### src/rtl/cxb_pkg.sv
package cxb_pkg;
    localparam int COND_W = 4;
    localparam int MASK_W = 4;
    localparam int ST_W   = COND_W + MASK_W;
    localparam int LO_W   = 2;
    localparam int HI_W   = ST_W - LO_W;
    localparam int HW_W   = 16;
    localparam logic [7:0] PREFIX_OPC = 8'hBF;

    typedef struct packed {
        logic [COND_W-1:0] cnd;
        logic [MASK_W-1:0] msk;
    } blk_st_t;

    typedef enum logic [1:0] {
        PH_IDLE,
        PH_ARMED,
        PH_BLOCK,
        PH_BLOCK_ARMED
    } phase_t;

    function automatic phase_t classify(blk_st_t cur, blk_st_t pend);
        phase_t p;
        if (cur.msk != '0) p = (pend != '0) ? PH_BLOCK_ARMED : PH_BLOCK;
        else               p = (pend != '0) ? PH_ARMED : PH_IDLE;
        return p;
    endfunction
endpackage

### src/rtl/cxb_prefix_det.sv
module cxb_prefix_det
    import cxb_pkg::*;
#(
    parameter logic [7:0] OPC = PREFIX_OPC
) (
    input  logic            dec_i,
    input  logic [HW_W-1:0] hw_i,
    output logic            hit_o,
    output blk_st_t         ld_o
);
    always_comb begin
        hit_o = dec_i && (hw_i[HW_W-1:HW_W-8] == OPC) && (hw_i[MASK_W-1:0] != '0);
        ld_o  = blk_st_t'(hw_i[ST_W-1:0]);
    end
endmodule

### src/rtl/cxb_stepper.sv
module cxb_stepper
    import cxb_pkg::*;
(
    input  blk_st_t cur_i,
    output blk_st_t nxt_o
);
    logic [MASK_W:0] shl;

    always_comb begin
        shl   = {cur_i.msk, 1'b0};
        nxt_o = '0;
        if (cur_i != '0 && shl[MASK_W-1:0] != '0) begin
            nxt_o.msk = shl[MASK_W-1:0];
            nxt_o.cnd = {cur_i.cnd[COND_W-1:1], shl[MASK_W]};
        end
    end
endmodule

### src/rtl/cxb_pack.sv
module cxb_pack
    import cxb_pkg::*;
(
    input  blk_st_t         st_i,
    output logic [HI_W-1:0] hi_o,
    output logic [LO_W-1:0] lo_o,
    input  logic [HI_W-1:0] hi_i,
    input  logic [LO_W-1:0] lo_i,
    output blk_st_t         unp_o
);
    always_comb begin
        hi_o  = st_i[ST_W-1:LO_W];
        lo_o  = st_i[LO_W-1:0];
        unp_o = blk_st_t'({hi_i, lo_i});
    end
endmodule

### src/rtl/cx_block_tracker.sv
module cx_block_tracker
    import cxb_pkg::*;
(
    input  logic              clk,
    input  logic              rst,
    input  logic              dec_i,
    input  logic [HW_W-1:0]   hw_i,
    input  logic              adv_i,
    input  logic              ent_i,
    input  logic              ret_i,
    input  logic [HI_W-1:0]   ret_hi_i,
    input  logic [LO_W-1:0]   ret_lo_i,
    output logic [COND_W-1:0] cond_o,
    output logic              in_blk_o,
    output logic [HI_W-1:0]   sv_hi_o,
    output logic [LO_W-1:0]   sv_lo_o
);
    blk_st_t cur_q, pend_q, cur_d, pend_d;
    blk_st_t stepped, ld_val, unp_val;
    phase_t  phase_q, phase_d;
    logic    pfx_hit;

    cxb_prefix_det u_det (
        .dec_i (dec_i),
        .hw_i  (hw_i),
        .hit_o (pfx_hit),
        .ld_o  (ld_val)
    );

    cxb_stepper u_step (
        .cur_i (cur_q),
        .nxt_o (stepped)
    );

    cxb_pack u_pack (
        .st_i  (cur_q),
        .hi_o  (sv_hi_o),
        .lo_o  (sv_lo_o),
        .hi_i  (ret_hi_i),
        .lo_i  (ret_lo_i),
        .unp_o (unp_val)
    );

    // next-state: take / step / load / flush
    always_comb begin
        cur_d  = cur_q;
        pend_d = pend_q;
        if (adv_i) begin
            if (pend_q != '0) begin
                cur_d  = pend_q;
                pend_d = '0;
            end else begin
                cur_d = stepped;
            end
        end
        if (ret_i)        pend_d = unp_val;
        else if (pfx_hit) pend_d = ld_val;
        if (ent_i) begin
            cur_d  = '0;
            pend_d = '0;
        end
        phase_d = classify(cur_d, pend_d);
    end

    // state register
    always_ff @(posedge clk) begin
        if (rst) begin
            cur_q   <= '0;
            pend_q  <= '0;
            phase_q <= PH_IDLE;
        end else begin
            cur_q   <= cur_d;
            pend_q  <= pend_d;
            phase_q <= phase_d;
        end
    end

    // outputs
    always_comb begin
        cond_o = cur_q.cnd;
        unique case (phase_q)
            PH_IDLE:        in_blk_o = 1'b0;
            PH_ARMED:       in_blk_o = 1'b0;
            PH_BLOCK:       in_blk_o = 1'b1;
            PH_BLOCK_ARMED: in_blk_o = 1'b1;
        endcase
    end


    rst_clear_chk: assert property (@(posedge clk)
        rst |=> (cur_q == '0 && pend_q == '0 && phase_q == PH_IDLE));


    ignore_chk: assert property (@(posedge clk) disable iff (rst)
        (dec_i && !pfx_hit && !ret_i && !ent_i && !adv_i) |=> (pend_q == $past(pend_q)));


    take_chk: assert property (@(posedge clk) disable iff (rst)
        (adv_i && !ent_i && pend_q != '0) |=> (cur_q == $past(pend_q)));


    end_chk: assert property (@(posedge clk) disable iff (rst)
        (adv_i && !ent_i && pend_q == '0 && cur_q.msk[MASK_W-2:0] == '0) |=> (cur_q == '0));


    inblk_chk: assert property (@(posedge clk) disable iff (rst)
        (cur_q.msk != '0) |-> in_blk_o);


    entry_chk: assert property (@(posedge clk) disable iff (rst)
        ent_i |=> (cur_q == '0 && pend_q == '0));
endmodule

### config.mk
export PLATFORM = sky130hd
export DESIGN_NAME = cx_block_tracker
export DESIGN_NICKNAME = d
export VERILOG_FILES = /design/src/rtl/cxb_pkg.sv /design/src/rtl/cxb_prefix_det.sv /design/src/rtl/cxb_stepper.sv /design/src/rtl/cxb_pack.sv /design/src/rtl/cx_block_tracker.sv
export SDC_FILE = /design/constraint.sdc
export NUM_CORES = 1
export LEC_CHECK = 0
export ABC_AREA = 1
export BUFFER_PORTS_ARGS = -buffer_cell sky130_fd_sc_hd__buf_2
export CORE_MARGIN = 2
export CORE_UTILIZATION = 35
export DETAILED_ROUTE_END_ITERATION = 7
export RECOVER_POWER = 100
export SLEW_MARGIN = 20
export SYNTH_ARGS = -nofsm -noshare
export SYNTH_HDL_FRONTEND = slang
export SYNTH_HIERARCHICAL = 1
export SYNTH_SLANG_ARGS = --single-unit
### constraint.sdc
create_clock -name clk -period 1.1 [get_ports clk]
set_input_delay 0.22 -clock clk [delete_from_list [all_inputs] [get_ports clk]]
set_output_delay 0.22 -clock clk [all_outputs]
set_load 0.1 [all_outputs]
After elaboration in Yosys (flattened, before gate mapping)
Index checks and enable logic that the tools add are counted.

Reductions and logical operators: 14. Bitwise gates (word level): 0. Add/sub/neg operators: 0. Div/mod/pow operators: 0. Mux-type cells: 13. Shifts and indexed selects: 0. Equal/unequal tests: 5. Multipliers: 0. $lt $le $gt $ge: 0.

Operators with widths (number): $mux 8 (7); $reduce_bool 8->1 (3); $eq 8x8->1 const B (1); $mux 4 (2); $reduce_bool 4->1 (2); $reduce_or 2->1 (3); $eq 2x2->1 const B (2); $logic_and 1x1->1 (3); $reduce_bool 3->1 (1); $eq 2x1->1 const B (1); $logic_not 2->1 (1); $mux 1 (2); $mux 2 (1); $ne 2x2->1 const B (1); $pmux 1 s2 (1); $reduce_and 2->1 (1).

Memories kept: 0. Output and inout bits: 13. Logic and storage cells: 38. Register bits after elaboration: 18. Latch bits: 0. Memory bits (writable): 0. Bits in read-only memories: 0. Input port bits: 30.

Logic depth before layout (Yosys ltp)
Word-level depth: 9. Gate-level depth with buffers: 10. Gate-level depth less buffers: 9.

By module
The synthesis kept the hierarchy.

By module, submodules not included: cx_block_tracker (instances 1, area each 919.6 sq um, seq. area each 340.3 sq um, cells an instance 129); cxb_pack (instances 1, area each 120.1 sq um, seq. area each 0.0 sq um, cells an instance 16); cxb_prefix_det (instances 1, area each 120.1 sq um, seq. area each 0.0 sq um, cells an instance 23); cxb_stepper (instances 1, area each 67.6 sq um, seq. area each 0.0 sq um, cells an instance 15).

Least setup slack after synthesis
Ideal clock, no wire load.

Path type: register -> output. Start: register phase_q[1]. End: output in_blk_o. Arrival: 1.125 ns. Data required time: 0.880 ns. Path buffers: 1. Slack: -0.245 ns. Cell stages (with the launch flop): 2. Cells stage by stage: dfxtp_1 clkbuf_1.

Longest elaborated chain between the ends: 3. Elaborated cells between the ends (all ways): 7. Classes of those cells: 3 x eq/ne; 1 x mux; 3 x reduce/logical.

RTL lines: start: declaration (RTL line cx_block_tracker.sv:20) `phase_t phase_q, phase_d;`; start signal: assignment (RTL line cx_block_tracker.sv:74) `phase_q <= phase_d;`; $eq 2x2->1, or another cell as far along (RTL line cx_block_tracker.sv:81) `unique case (phase_q)`; $reduce_or 2->1 (no line); $pmux 1 s2 * (RTL line cx_block_tracker.sv:81); end: declaration (RTL line cx_block_tracker.sv:14) `output logic in_blk_o,`.

Mark *: on every way between the ends. The rest lies on a longest branch, timed or not.

Worst setup path in the final report
Same ends and word-level chain as after synthesis.

==> flow_summary.toml <==
[power]
switching_share = 0.352
power_frac_clock = 0.223
p_leak_uw = 0.000754
powerDensity_mw_per_mm2 = 941
p_comb_frac = 0.344
vdd_drop_max_mv = 0.543
p_switching_uw = 539
seqPwrFrac = 0.433
p_int_uw = 992

[global_routing]
grt-ovfl-total = 0
grt_pass1_vias = 1152
grt_use_total = 0.139
grt_pass1_wl_um = 4510
grt_start_max_net_pins = 14
antenna_found_initial = 0

[synthesis]
synth.avg_cell_area_um2 = 6.71
synthArstFlopShare = 0
synth.area.top_cells = "dfxtp_1 28%, buf_4 18%, nor2_1 12%, nand2_1 8.0%, a21oi_1 6.5%"
synth.top_cell.area_share = 0.277
ys.flop_type = "dfxtp_1"
yosysTopAreaCell = "dfxtp_1"
yosysSeqAreaShare = 0.277
ys_ff_latch = 17
postSynthCellCount = 183
synth_commonest_cells = "39 x nor2_1, 30 x buf_4, 26 x nand2_1"
synth.distinct_cells = 21
synthesis.area_mm2 = 0.00123
synth_edf_count = 0
yosys_warnings = 6
yosysMostFrequentCell = "nor2_1"
synthesis.nets = 213

[setup_path]
cp_cell_sequence = "buf_12"
crit_fanout = 1
cpMaxStageDelayCell = "dfxtp_1"
crit_type = "reg -> out"
critPathMaxStageDelay_ps = 390
path_buf_inv = 1
cp.required_ps = 880
path_delay_family = "flip-flops"
critPathCaptureType = "output pin"
cp.arrival_ps = 870
critPathLaunchType = "flop"
timing.rr.start = "pend_q[2]"
crit_start = "phase_q[1]"

[clock_tree]
cts_buffers = 3
cts_tree = "yes"
cts_buffer_depth = 2
cts-root-buf = "clkbuf_4"
clk_latency_ps = 290
cts_sinks = 17
clk_pin_slew_ps = 100
htree_levels = 1

[finish]
drive_gt1_frac = 0.471
antenna_cells = 0
nets = 241
area_delta_synth_final_pct = 32.6
utilization = 0.484
stdcell_area_mm2 = 0.00163

[min_path]
hp-class = "in -> reg"
hold_start = "ret_hi_i[3]"

[placed_design]
place_area_mm2 = 0.00152
routabilityCongestion = 0.751
port_buffers = 42
dp.final_hpwl_um = 2030

[die]
die_h_um = 63.2
start_util = 0.365
io-pin-count = 43
fp-row-count = 21
die_area_mm2 = 0.00400
coreArea_mm2 = 0.00336
die_x_um = 63.2

[routing]
avgViaCountPerCell = 4.40
drtPass1Iterations = 4
drc_errors = 0
ant_nets = 0
finalWirelength_um = 2540
drtIter0Drc = 11
wire_per_inst_um = 9.91
vias = 1127

[timing]
setup_viol = 0
skew_ps = 6.85
max_clock_freq_mhz = 915
slew_violations = 0
final_hold_viol_count = 0
rsz0062_at_grt = "true"
fin_crit_ps = 1090
period_share = 0.993
fin_hold_ws_ps = 189
setup_tns_ps = 0

[flow_run]
cap_violations = 0

[status]
status = "finished clean"
-- cell families after synthesis --
| logic type | Yosys count | share of synthesized area |
|---|---|---|
| buffers and inverters | 51 | 0.280 |
| AND/OR/NAND/NOR | 81 | 0.286 |
| AO/OA/AOI/OAI | 33 | 0.153 |
| flip-flops | 17 | 0.277 |
| other | 1 | 0.00306 |
-- per-stage QoR --
stage	cells	setup WS [ps]	total power (uW)
floorplan	183	23.2	1060
global placement	248	-87.8	1190
detailed placement	248	-100	1190
CTS	252	3.47	1520
global route	256	-83.3	1620
finish	256	7.24	1530
-- power groups by stage --
stage	sequential (uW)	combinational [uW]	clock, uW
finish	662	527	342
global route	666	573	380
CTS	662	509	348
detailed placement	686	507	0
global placement	685	503	0
floorplan	672	388	0
-- cell type report --
class                      instances  area, um^2
fill                             367        1740
inverter                          13        57.6
multi-input combinational        115         571
timing repair buffer              61         542
clock buffer                       4        26.3
tap                               46        57.6
sequential                        17         374
-- per-layer routing --
layer | global-route usage | vias to the layer above | wire [um]
met5 | 0 | - | 0
met4 | 0.0353 | 0 | 23
met3 | 0.0375 | 2 | 102
met2 | 0.265 | 21 | 1360
met1 | 0.150 | 509 | 1050
li1 | - | 595 | -
-- registers in the layout, summed over array words and instances (netlist names) --
register,cells
pend_q,8
cond_o,4
cur_q,4
phase_q,1
-- worst paths after layout --
| check | cells after the start | end | slack (ps) |
|---|---|---|---|
| worst max-delay path | 1 | in_blk_o | 7 |
| worst min-delay path | 3 | pend_q[5] | 190 |
| worst max register to register | 9 | phase_q[1] | 20 |
| worst min register to register | 3 | pend_q[3] | 580 |
-- placed cells by master (no fill, tap or decap), types with 2 or more instances in the layout --
master and instances:
dfxtp_4 7, buf_2 29, nor2_2 5, dfxtp_2 6, buf_4 17, clkbuf_4 3, nand2_1 19, a21oi_1 16
nor2_1 37, clkbuf_1 2, inv_1 8, o21ai_0 10, nand2_2 9, a21o_1 6, dfxtp_1 4, buf_12 13
nand3_1 8, inv_2 3
-- worst reg2reg max path: stages, from the launching register on --
cell and delay, ps:
dfxtp_2 340, nor2_2 110, nand2_2 100, nor2_8 140
nand2_2 50, nand2_1 60, nand2_2 60, nand2_2 60
nor2_1 40, nor2_1 60
-- repair_timing --
action / in CTS / in global routing
hold buffers: 0 / 0
pin swaps: 0 / 5
endpoints found under the setup margin: 12 / 19
buffers inserted: 0 / 4
resized for setup: 15 / 15
(Power assumes the default switching activity.)
